--- src/rtl/mlc_pkg.sv ---
package mlc_pkg;
  localparam logic [2:0] CMD_NOP  = 3'd0;
  localparam logic [2:0] CMD_LOAD = 3'd1;
  localparam logic [2:0] CMD_ACT  = 3'd2;
  localparam logic [2:0] CMD_PRE  = 3'd3;
  localparam logic [2:0] CMD_PREA = 3'd4;

  localparam int unsigned DLL_BIT = 8;

  function automatic logic [3:0] bl_decode(input logic [2:0] code);
    case (code)
      3'b010:  bl_decode = 4'd4;
      3'b011:  bl_decode = 4'd8;
      default: bl_decode = 4'd0;
    endcase
  endfunction
endpackage

--- src/rtl/mlc_bank_track.sv ---
module mlc_bank_track #(
  parameter int unsigned NB = 4,
  localparam int unsigned BW = (NB > 1) ? $clog2(NB) : 1
) (
  input  logic          clk_i,
  input  logic          rst_ni,
  input  logic          act_i,
  input  logic          pre_i,
  input  logic          prea_i,
  input  logic [BW-1:0] bank_i,
  output logic          all_pre_o
);
  logic [NB-1:0] open_q;

  for (genvar b = 0; b < NB; b++) begin : g_bank
    always_ff @(posedge clk_i or negedge rst_ni) begin
      if (!rst_ni) open_q[b] <= 1'b0;
      else if (prea_i) open_q[b] <= 1'b0;
      else if (bank_i == BW'(b)) begin
        if (act_i) open_q[b] <= 1'b1;
        else if (pre_i) open_q[b] <= 1'b0;
      end
    end
  end

  assign all_pre_o = ~|open_q;
endmodule

--- src/rtl/mlc_lockout.sv ---
module mlc_lockout #(
  parameter int unsigned TW = 4
) (
  input  logic          clk_i,
  input  logic          rst_ni,
  input  logic          start_i,
  input  logic [TW-1:0] tmrd_i,
  output logic          busy_o
);
  logic [TW-1:0] cnt_q;

  // window covers edges k+1 .. k+tmrd-1
  always_ff @(posedge clk_i or negedge rst_ni) begin
    if (!rst_ni) cnt_q <= '0;
    else if (start_i) cnt_q <= (tmrd_i == '0) ? '0 : tmrd_i - TW'(1);
    else if (cnt_q != '0) cnt_q <= cnt_q - TW'(1);
  end

  assign busy_o = (cnt_q != '0);
endmodule

--- src/rtl/mlc_mode_reg.sv ---
module mlc_mode_reg #(
  parameter int unsigned MW = 14
) (
  input  logic          clk_i,
  input  logic          rst_ni,
  input  logic          wr_i,
  input  logic [MW-1:0] data_i,
  output logic [MW-1:0] mode_o
);
  import mlc_pkg::*;
  logic [MW-1:0] q;

  always_ff @(posedge clk_i or negedge rst_ni) begin
    if (!rst_ni) q <= '0;
    else if (wr_i) q <= data_i;
    else q[DLL_BIT] <= 1'b0;  // self-clearing bit
  end

  assign mode_o = q;
endmodule

--- src/rtl/mlc_field_dec.sv ---
module mlc_field_dec #(
  parameter int unsigned MW = 14
) (
  input  logic [MW-1:0] mode_i,
  output logic [3:0]    bl_o,
  output logic          bl_bad_o,
  output logic          bt_o,
  output logic [2:0]    cl_o,
  output logic [3:0]    wr_o,
  output logic          dll_rst_o
);
  import mlc_pkg::*;

  always_comb begin
    bl_o      = bl_decode(mode_i[2:0]);
    bl_bad_o  = (bl_o == 4'd0);
    bt_o      = mode_i[3];
    cl_o      = mode_i[6:4];
    wr_o      = {1'b0, mode_i[11:9]} + 4'd1;
    dll_rst_o = mode_i[DLL_BIT];
  end
endmodule

--- src/rtl/mode_load_ctrl.sv ---
module mode_load_ctrl #(
  parameter bit          X16 = 1'b0,
  parameter int unsigned NB  = 4,
  parameter int unsigned TW  = 4,
  localparam int unsigned MW = X16 ? 13 : 14,
  localparam int unsigned BW = (NB > 1) ? $clog2(NB) : 1
) (
  input  logic          clk_i,
  input  logic          rst_ni,
  input  logic [TW-1:0] tmrd_i,
  input  logic          cmd_valid_i,
  input  logic [2:0]    cmd_i,
  input  logic [1:0]    ba_i,
  input  logic [BW-1:0] bank_i,
  input  logic [MW-1:0] addr_i,
  output logic [MW-1:0] mode_o,
  output logic [3:0]    bl_o,
  output logic          bl_bad_o,
  output logic          bt_o,
  output logic [2:0]    cl_o,
  output logic [3:0]    wr_o,
  output logic          dll_rst_o,
  output logic          busy_o,
  output logic          err_o
);
  import mlc_pkg::*;

  logic cmd_act, cmd_go, is_mr_load, all_pre, load_ok, err_d, err_q;

  assign cmd_act    = cmd_valid_i && (cmd_i != CMD_NOP);
  assign cmd_go     = cmd_act && !busy_o;
  assign is_mr_load = (cmd_i == CMD_LOAD) && (ba_i == 2'b00);
  assign load_ok    = cmd_go && is_mr_load && all_pre;
  assign err_d      = (cmd_act && busy_o) || (cmd_go && is_mr_load && !all_pre);

  always_ff @(posedge clk_i or negedge rst_ni) begin
    if (!rst_ni) err_q <= 1'b0;
    else err_q <= err_d;
  end
  assign err_o = err_q;

  mlc_bank_track #(.NB(NB)) u_banks (
    .clk_i     (clk_i),
    .rst_ni    (rst_ni),
    .act_i     (cmd_go && (cmd_i == CMD_ACT)),
    .pre_i     (cmd_go && (cmd_i == CMD_PRE)),
    .prea_i    (cmd_go && (cmd_i == CMD_PREA)),
    .bank_i    (bank_i),
    .all_pre_o (all_pre)
  );

  mlc_lockout #(.TW(TW)) u_lock (
    .clk_i   (clk_i),
    .rst_ni  (rst_ni),
    .start_i (load_ok),
    .tmrd_i  (tmrd_i),
    .busy_o  (busy_o)
  );

  mlc_mode_reg #(.MW(MW)) u_mreg (
    .clk_i  (clk_i),
    .rst_ni (rst_ni),
    .wr_i   (load_ok),
    .data_i (addr_i),
    .mode_o (mode_o)
  );

  mlc_field_dec #(.MW(MW)) u_dec (
    .mode_i    (mode_o),
    .bl_o      (bl_o),
    .bl_bad_o  (bl_bad_o),
    .bt_o      (bt_o),
    .cl_o      (cl_o),
    .wr_o      (wr_o),
    .dll_rst_o (dll_rst_o)
  );
endmodule

--- config.mk ---
export PLATFORM = sky130hd
export DESIGN_NAME = mode_load_ctrl
export DESIGN_NICKNAME = d
export VERILOG_FILES = /design/src/rtl/mlc_pkg.sv /design/src/rtl/mlc_bank_track.sv /design/src/rtl/mlc_lockout.sv /design/src/rtl/mlc_mode_reg.sv /design/src/rtl/mlc_field_dec.sv /design/src/rtl/mode_load_ctrl.sv
export SDC_FILE = /design/constraint.sdc
export NUM_CORES = 1
export LEC_CHECK = 0
export BUFFER_PORTS_ARGS = -buffer_cell sky130_fd_sc_hd__buf_4
export CORE_MARGIN = 2
export CORE_UTILIZATION = 46
export DETAILED_ROUTE_END_ITERATION = 8
export PLACE_DENSITY_LB_ADDON = 0.2
export SETUP_SLACK_MARGIN = 0.2
export SLEW_MARGIN = 10
export SYNTH_ARGS = -nofsm -noshare
export SYNTH_HDL_FRONTEND = slang
export SYNTH_SLANG_ARGS = --single-unit
--- constraint.sdc ---
create_clock -name clk_i -period 2.3 [get_ports clk_i]
set_clock_uncertainty 0.15 [all_clocks]
set_input_delay 0.115 -clock clk_i [delete_from_list [all_inputs] [get_ports clk_i]]
set_output_delay 0.115 -clock clk_i [all_outputs]
set_load 0.005 [all_outputs]
# --- After elaboration in Yosys (flattened, before gate mapping) ---
# Cells that the tools add are included.
word_totals:
  ff_bits: 23
  latch_bits: 0
  mem_bits_rw: 0
  mem_bits_ro: 0
  in_bits: 28
  output_inout_bits: 30
  wordCells: 65
  memories: 0
op_classes:
  addsub: 3
  n_mul: 0
  n_div: 0
  magnitude_cmp: 0
  n_eq_ne: 9
  shift: 0
  muxes: 15
  bitwise: 0
  n_reduce_logical: 30
op_table:
  columns: ["operator", "n"]
  rows:
  - ["equality test 3 x 2 -> 1 bit, second input constant", 4]
  - ["two-way mux 4 bit", 3]
  - ["two-way mux 1 bit", 11]
  - ["logical AND 1 bit", 10]
  - ["nonzero test 2 bit", 5]
  - ["zero test 4 bit", 2]
  - ["one-hot mux 4 bit (2 select lines)", 1]
  - ["AND reduction 2 bit", 4]
  - ["subtractor 4 x 1 -> 4 bit, second input constant", 2]
  - ["nonzero test 3 bit", 2]
  - ["adder 3 x 1 -> 4 bit, second input constant", 1]
  - ["equality test 2 bit, second input constant", 2]
  - ["zero test 2 bit", 2]
  - ["nonzero test 4 bit", 1]
  - ["OR reduction 4 bit", 1]
  - ["equality test 3 x 1 -> 1 bit, second input constant", 1]
  - ["equality test 3 bit, second input constant", 1]
  - ["equality test 2 x 1 -> 1 bit, second input constant", 1]
  - ["zero test 1 bit", 2]
  - ["logical OR 1 bit", 1]

# --- Longest topological paths before layout ---
# Gate-level depths: netlist (run 1).
logic_depth:
  depth_word: 8
  ltp_mapped: 8
  depth_no_buf: 7

# --- Modules after synthesis ---
# Synthesis (run 1) repeated with hierarchy kept, for this count alone.
unflattened:
  hier_cells: 106
  hier_area_um2: 1258.7
by_module_without_submodules:
  columns: ["module", "instances", "cells_each", "area_each_um2", "seq_area_each_um2"]
  rows:
  - ["mlc_mode_reg", 1, 29, 515.5, 350.3]
  - ["mlc_lockout", 1, 32, 294.0, 100.1]
  - ["mlc_bank_track", 1, 18, 215.2, 100.1]
  - ["mode_load_ctrl", 1, 12, 118.9, 25.0]
  - ["mlc_field_dec", 1, 15, 115.1, 0.0]

# --- Least setup slack after synthesis (run 1) ---
# Ideal clock, no wire load.
synth_path:
  kind: "register to register"
  from: "register u_lock.cnt_q[0]"
  to: "register u_lock.cnt_q[0]"
  setup_time_ns: 0.125
  t_arrival_ns: 1.739
  required_time_ns: 2.025
  slack_ns: 0.286
  stages_incl_launch_ff: 9
  n_path_buf: 1
  period_less_slack_ns: 2.014
  path_cell_list: "dfrtp_1 -> inv_1 -> ha_1 -> nor3b_4 -> inv_2 -> nor2_2 -> nand3_4 -> buf_6 -> mux2_4"
synth_via:
  elab_chain_len: 6
  word_cells_on_any_way: 9
  cone_classes: "1 x add/sub; 2 x mux; 6 x reduce/logical"
synth_rtl:
  columns: ["element", "line_no", "rtl"]
  rows:
  - ["start: declaration", "mlc_lockout.sv:10", "logic [TW-1:0] cnt_q;"]
  - ["start signal: assignment", "mlc_lockout.sv:15", "else if (start_i) cnt_q <= (tmrd_i == '0) ? '0 : tmrd_i - TW'(1);"]
  - ["start signal: assignment", "mlc_lockout.sv:16", "else if (cnt_q != '0) cnt_q <= cnt_q - TW'(1);"]
  - ["nonzero test 4 bit *", "mlc_lockout.sv:19", "assign busy_o = (cnt_q != '0);"]
  - ["named net busy_o", "mode_load_ctrl.sv:23", "output logic busy_o,"]
  - ["zero test 1 bit", "mode_load_ctrl.sv:31", "assign cmd_go = cmd_act && !busy_o;"]
  - ["logical AND 1 bit", "mode_load_ctrl.sv:31", null]
  - ["logical AND 1 bit (2 in a row)", "mode_load_ctrl.sv:33", "assign load_ok = cmd_go && is_mr_load && all_pre;"]
  - ["two-way mux 4 bit or nonzero test 2 bit (tied branches)", null, null]
# The timed path passes the listed nets; every way through them passes the cells marked *. The select of a mux whose other input is x is not followed.
# A chain may end at the register's enable or synchronous reset.

# --- Worst setup path in the final report (run 1) ---
layout_path:
  from: "register u_lock.cnt_q[0]"
  to: "register u_lock.cnt_q[0]"
layout_via:
  elab_chain_len: 6
  word_cells_on_any_way: 9
  cone_classes: "1 x add/sub; 2 x mux; 6 x reduce/logical"
layout_rtl:
  columns: ["element"]
  rows:
  - ["branches (longest 6 deep; another with subtractor 4 x 1 -> 4 bit)"]
# Parallel ways; which one is timed is not known. The select of a mux whose other input is x is not followed.

==> impl_metrics.ini, run 1 <==
[outcome]
status = finished, final reports clean

[clocking]
root_buffer = clkbuf_4
cts_max_level = 1
cts.path.max_buffers = 2
clock_latency_ps = 300
numCtsBuffers = 3
cts_tree = done
cts.sinks = 23
path_clk_slew_ps = 130

[yosys]
yosysUniqueCellTypes = 35
synth-simple-area-share_pct = 16.8
synth-seq-cells = 23
synth_top_family_by_area = simple AND/OR/NAND/NOR gates
netlist_area_sq_mm = 0.00125
synth-edff-count = 0
synth_area_leaders = dfrtp_1 (46%), mux2_4 (8.4%), mux2_2 (6.3%)
synth_top_area_share_pct = 46.1
yosysTopAreaCell = dfrtp_1
synthXorXnorAreaFrac_pct = 2.11
synth-compound-area-share_pct = 8.93
syn_inst = 106
ys_async_sr_fraction_pct = 100
ys_seq_area_share_pct = 46.1
synthMuxAreaShare_pct = 15.5
ys_dominant_reg_cell = dfrtp_1
ys_warn_count = 0
avgSynthCellArea_sq_um = 11.8
synth_fa_ha_area_share_pct = 3.01

[layout]
final_common_cell = buf_4
nets = 217
fillers = 168
instances_no_fill = 215
area_delta_synth_final_pct = 55.8
final_cell_mix = buf_4 (57), dlygate4sd3_1 (24), dfrtp_1 (23)
drive_gt1_share_pct = 45.4
diodes = 0

[placed_design]
port_buffers = 55
gp_congestion = 0.726
dp_hpwl_mm = 1.87
dpl_worst_slack_ps = 251
place_inst = 185

[detailed_routing]
wire_per_inst_um = 12.3
drt_iter0_drc = 39
wl_mm = 2.65
dr.pass1.iters = 4
drcViolationCount = 0
vias = 1074
ant_nets = 0
viasPerCell = 5.00

[timing]
fin_ws_ps = 320
final-hold-violation-count = 0
fin_setup_tns_ps = 0
fin_crit_ps = 1980
rsz0062_at_grt = false
setup_violations = 0
maxSlewViolCount = 0
max_clock_freq_mhz = 505
min_period_over_period_pct = 86.1

[die]
pin_count = 58
die_area_sq_mm = 0.00314
fp.dieW_um = 56.1
initial_core_util_pct = 49.5
chipHeight_um = 56.1
coreArea_sq_mm = 0.00252
rows = 18

[power_and_ir_drop]
cellPowerDensity_mw_per_mm2 = 627
power.leakage_nw = 1.00
power_mw = 1.22
peakVddDrop_v = 0.000392

[setup_path]
crit_slowest_cell = dfrtp_1
crit_path_cell_trace = inv_1 -> ha_1 -> nor3b_4 -> inv_2 -> nor2_2 -> nand3_4 -> buf_4 -> mux2_4
cp.arrival_ps = 2030
crit_type = reg -> reg
critPathMaxStageDelay_ps = 420
startpoint_type = register
cp_max_fo = 5
crit_path_end_kind = register
crit_required_ps = 2350

[grt]
gr-usage-all-layers_pct = 18.0
grt_pass1_vias = 1071
grt_max_degree = 24
grt_pass1_wl_mm = 4.53
grt-ovfl-total = 0
antenna_found_initial = 0

[job]
cap_viol_max_count = 0

[hold_path]
worstHoldPathType = in -> reg
per-stage QoR:
stage | util [%] | hold slack (ps) | cell area [sq um]
2_1_floorplan | - | -331 | 1250
3_3_place_gp | 65.2 | -132 | 1650
3_5_place_dp | 65.2 | -124 | 1650
4_1_cts | 75.4 | 1.28 | 1900
5_1_grt | 77.0 | 8.14 | 1940
6_report | 77.0 | 25.3 | 1940
Yosys cell counts (3+ instances only):
cell	number
dfrtp_1	23
nor2_1	6
inv_1	6
a32o_1	4
buf_4	7
o21ai_0	6
a21oi_1	4
nand3_1	4
mux2_2	7
ha_1	3
nand2b_1	3
mux2_4	7
critical path: cells and delay by family (launching register included):
family,cells,cell delay (ps)
adder cells (fa/ha/maj),1,170
AND/OR/NAND/NOR,3,480
multiplexers,1,290
buffers and inverters,3,350
flip-flops,1,420
state kept, by name (all words and copies together) (netlist names):
name / flops
err_o: 1
u_banks.open_q: 4
u_mreg.mode_o: 14
u_lock.cnt_q: 4
worst paths after layout:
path                       depth (start not counted)                 to  slack (ps)         startpoint
min                                                3   u_mreg.mode_o[8]          30           cmd_i[2]
max in group asynchronous                          2    u_lock.cnt_q[1]        1700             rst_ni
max                                                8    u_lock.cnt_q[0]         320    u_lock.cnt_q[0]
min reg2reg                                        1  u_mreg.mode_o[12]         380  u_mreg.mode_o[12]
min in group asynchronous                          2   u_mreg.mode_o[3]          80             rst_ni
max reg2reg                                        8    u_lock.cnt_q[0]         320    u_lock.cnt_q[0]
routing by layer:
metal / track usage (%) / share of wire, % / vias to the layer above
met4: 4.08 / 0.57 / 0
met3: 3.49 / 6.1 / 2
met5: 0 / 0 / -
met1: 21.5 / 41 / 505
li1: - / - / 531
met2: 32.9 / 52 / 36
kinds of logic after synthesis:
kind of cell / after synthesis
flops: 23
xor+xnor: 3
buf+inv: 15
simple gates: 29
fa+ha+maj: 3
mux: 15
compound gates: 17
other cells: 1
final cells by class:
class                      instances  area [sq um]  area share (%)
timing repair buffer              82           688            35.4
multi-input combinational         69           588            30.3
sequential                        23           576            29.6
tap                               30          37.5            1.93
inverter                           7          26.3            1.35
clock buffer                       3          22.5            1.16
clock inverter                     1          5.00           0.258
repair_timing:
item	CTS	global route
setup endpoints to repair	0	18
resized for setup	0	1
hold endpoints to repair	41	1
hold buffers	23	1
buffers inserted	0	2
where the power goes:
group | leakage [nW] | internal (mW) | total (mW) | switching (mW)
clock | 0.0177 | 0.0647 | 0.184 | 0.119
sequential | 0.308 | 0.486 | 0.562 | 0.0764
combinational | 0.678 | 0.293 | 0.474 | 0.181
total | 1.00 | 0.843 | 1.22 | 0.376
(Power assumes the default switching activity.)
==> run 2: changes to the inputs <==
- PLACE_DENSITY_LB_ADDON: 0.2 -> 0.25
==> impl_metrics.ini, run 2 (same netlist as run 1, synthesis figures left out) <==
[setup_path]
cp.arrival_ps = 2080
startpoint_type = register
worstRegToRegCells = 7
reg2reg_slack_ps = 330
r2r-end = u_mreg.mode_o[8]
cp_max_fo = 2
crit_required_ps = 2410
r2r_start = u_lock.cnt_q[1]
crit_path_end_kind = register
crit_type = reg -> reg

[layout]
final_common_cell = buf_4
fillers = 179
post-route-util_pct = 76.3
area_delta_synth_final_pct = 54.3
drive_gt1_share_pct = 45.7
nets = 216
seq_area_sq_um = 576
final_cell_mix = buf_4 (58), dfrtp_1 (23), dlygate4sd3_1 (23)
diodes = 0
largest_reg_flops = 14
multi_input_area_sq_um = 593
final_cell_area_sq_mm = 0.00192

[die]
die_area_sq_mm = 0.00314
chipHeight_um = 56.1
coreArea_sq_mm = 0.00252
rows = 18
pin_count = 58
fp.dieW_um = 56.1
initial_core_util_pct = 49.5

[timing]
min_period_over_period_pct = 85.6
maxSlewViolCount = 0
fin_setup_tns_ps = 0
fin_crit_ps = 1970
slew_headroom_pct = 67.1
worst_slew_pin_slew_ps = 489
max_clock_freq_mhz = 508
setup_violations = 0
final-hold-violation-count = 0
rsz0062_at_grt = true
whs_ps = 22.5

[clocking]
cts.sinks = 23
root_buffer = clkbuf_4
clock_latency_ps = 310
numCtsBuffers = 3
cts_max_level = 1
cts.path.max_buffers = 2
path_clk_slew_ps = 130
cts_tree = done

[placed_design]
dp_hpwl_mm = 2.01
port_buffers = 55
placed_cell_area_sq_mm = 0.00165
gp_congestion = 0.716

[grt]
grt_max_degree = 24
grt-ovfl-total = 0
antenna_found_initial = 0
gr-usage-all-layers_pct = 19.8
grt_pass1_wl_mm = 4.79
grt_pass1_vias = 1125

[power_and_ir_drop]
peakVddDrop_v = 0.000517
power_mw = 1.26
cellPowerDensity_mw_per_mm2 = 652
power.leakage_nw = 0.994

[job]
cap_viol_max_count = 0

[detailed_routing]
wire_per_inst_um = 13.8
drt_iter0_drc = 32
wl_mm = 2.96
dr.pass1.iters = 4
drcViolationCount = 0
viasPerCell = 5.02
vias = 1075
ant_nets = 0

[hold_path]
worstHoldPathType = in -> reg
min_to = u_lock.cnt_q[2]
hold_start = tmrd_i[2]
whs_path_depth = 3

[outcome]
status = finished, final reports clean
==> run 2: cell count changes in the layout (fill, tap and decap cells not counted), sizes merged <==
cell	previous run	this run
dlygate4sd3	24	23
clkbuf	3	4
clkinv	1	0
==> run 2: timing repair <==
action | CTS | global route
endpoints found under the hold margin | 40 | 0
hold buffers | 23 | 0
resized for setup | 0 | 3
endpoints found under the setup margin | 0 | 19
buffers inserted | 0 | 2
==> run 2: final cells by class <==
| class | instances | area share (%) |
|---|---|---|
| clock buffer | 4 | 1.37 |
| inverter | 7 | 1.37 |
| multi-input combinational | 69 | 30.8 |
| sequential | 23 | 29.9 |
| tap | 30 | 1.95 |
| timing repair buffer | 81 | 34.6 |
==> run 2: worst max-delay path by stage <==
| stage | from | endpoint | slack [ps] | cells past startpoint |
|---|---|---|---|---|
| 2_1_floorplan | u_lock.cnt_q[0] | u_lock.cnt_q[0] | 290 | 8 |
| 3_3_place_gp | u_lock.cnt_q[0] | u_mreg.mode_o[9] | 330 | 7 |
| 3_5_place_dp | u_lock.cnt_q[0] | u_mreg.mode_o[9] | 260 | 7 |
| 4_1_cts | u_lock.cnt_q[0] | u_mreg.mode_o[8] | 230 | 7 |
| 5_1_grt | u_lock.cnt_q[0] | u_mreg.mode_o[8] | 190 | 7 |
| 6_report | u_lock.cnt_q[1] | u_mreg.mode_o[8] | 330 | 7 |
==> run 2: where the power goes <==
part           leakage, nW  switching, mW  total (mW)  internal [mW]
Sequential           0.308         0.0808       0.566          0.486
Clock               0.0150          0.118       0.186         0.0677
Combinational        0.671          0.196       0.503          0.308
Total                0.994          0.394        1.26          0.861
==> run 2: metrics by stage <==
step           instances  setup WS, ps
6_report             214           331
3_3_place_gp         185           332
2_1_floorplan        107           286
5_1_grt              214           190
4_1_cts              212           230
3_5_place_dp         185           260
==> run 2: routing by layer <==
| layer | routed length (um) | global-route usage [%] |
|---|---|---|
| met2 | 1480 | 36.1 |
| met4 | 106 | 11.2 |
| met3 | 181 | 3.95 |
| met5 | 0 | 0 |
| met1 | 1190 | 21.0 |
==> run 2: critical path: stages, from the launching register on <==
cell	delay (ps)
dfrtp_1	410
inv_1	80
ha_1	160
nor3b_4	210
inv_2	80
nor2_4	110
and4_1	190
dlygate4sd3_1	540
==> run 3: changes to the inputs <==
- CELL_PAD_IN_SITES_DETAIL_PLACEMENT: not set -> 1
- CELL_PAD_IN_SITES_GLOBAL_PLACEMENT: not set -> 2
- CORE_MARGIN: 2 -> 1
- CORE_UTILIZATION: 46 -> 27
==> impl_metrics.ini, run 3 (same netlist as run 1, synthesis figures left out) <==
[outcome]
status = finished, final reports clean

[die]
chipHeight_um = 70.0
initial_core_util_pct = 28.5
die_area_sq_mm = 0.00490
coreArea_sq_mm = 0.00438
pin_count = 58
rows = 24
fp.dieW_um = 70.0

[power_and_ir_drop]
cellPowerDensity_mw_per_mm2 = 672
power.leakage_nw = 0.970
peakVddDrop_v = 0.000326

[clocking]
path_clk_slew_ps = 80
cts_tree = done
root_buffer = clkbuf_8
cts.sinks = 23
numCtsBuffers = 3
cts_max_level = 1
cts.path.max_buffers = 2
clock_latency_ps = 260

[hold_path]
worstHoldPathType = in -> reg
whs_path_depth = 4

[layout]
drive_gt1_share_pct = 46.6
final_common_cell = buf_4
largest_reg_flops = 14
area_delta_synth_final_pct = 52.4
nets = 208
diodes = 0
final_cell_mix = buf_4 (56), dfrtp_1 (23), dlygate4sd3_1 (16)
instances_no_fill = 228
post-route-util_pct = 43.4

[setup_path]
worstRegToRegCells = 7
cp_max_fo = 5
crit_required_ps = 2350
crit_path_end_kind = register
crit_type = reg -> reg
cp.arrival_ps = 2030
startpoint_type = register

[timing]
min_period_over_period_pct = 86.2
setup_violations = 0
final-hold-violation-count = 0
rsz0062_at_grt = false
fin_setup_tns_ps = 0
fin_crit_ps = 1980
maxSlewViolCount = 0
max_clock_freq_mhz = 504
whs_ps = 20.1

[detailed_routing]
ant_nets = 0
vias = 1055
viasPerCell = 4.63
drt_iter0_drc = 4
drcViolationCount = 0
wl_mm = 3.01
dr.pass1.iters = 4
wire_per_inst_um = 13.2

[grt]
grt_pass1_vias = 1078
grt_pass1_wl_mm = 5.06
grt_max_degree = 24
gr-usage-all-layers_pct = 13.1
antenna_found_initial = 0
grt-ovfl-total = 0

[placed_design]
dp_hpwl_mm = 2.22
place_inst = 207
port_buffers = 55
gp_congestion = 0.723

[job]
cap_viol_max_count = 0
-- run 3: changes by cell type in the layout (fill, tap and decap cells not counted), sizes merged --
cell / previous run / this run
buf: 58 / 57
dlygate4sd3: 23 / 16
-- run 3: power breakdown --
part	total [mW]	leakage, nW	internal (mW)	switching (mW)
logic	0.471	0.639	0.284	0.186
clock network	0.244	0.0228	0.123	0.120
registers	0.563	0.308	0.486	0.0769
total	1.28	0.970	0.894	0.383
-- run 3: final timing paths --
path                                   startpoint                 to  slack, ps
worst max-delay path              u_lock.cnt_q[0]  u_banks.open_q[1]        320
worst min-delay path                      ba_i[0]              err_o         20
worst max register to register    u_lock.cnt_q[0]  u_banks.open_q[1]        320
worst min register to register  u_mreg.mode_o[12]  u_mreg.mode_o[12]        360
max in group asynchronous                  rst_ni  u_banks.open_q[0]       1650
min in group asynchronous                  rst_ni  u_mreg.mode_o[11]        130
-- run 3: repair_timing --
action	CTS	global route
hold endpoints to repair	38	0
endpoints found under the setup margin	0	18
hold buffers	16	0
buffers inserted	0	1
resized for setup	0	1
-- run 3: worst max-delay path, cell delays in order (launching register included) --
cell	delay [ps]
dfrtp_1	410
inv_1	90
ha_1	170
nor3b_4	210
buf_4	170
and4b_1	300
nor2b_2	270
a32o_1	160
-- run 3: cell type report --
class,count,area [sq um]
inverter,7,26.3
timing repair buffer,73,601
sequential,23,576
multi-input combinational,69,588
clock buffer,4,45.0
fill,502,2480
tap,52,65.1
-- run 3: metal layers --
metal  track usage, %  wire (um)
met4             6.00         57
met5                0          0
met3             2.02        146
met2             23.0       1540
met1             15.6       1270
-- run 3: stage by stage --
stage                     power, mW  instance area (sq um)  setup slack (ps)
final                          1.28                   1900               317
after global routing           1.38                   1900               203
after CTS                      1.30                   1880               240
after detailed placement       1.02                   1670               247
after global placement         1.01                   1670               309
after floorplan               0.841                   1250               286
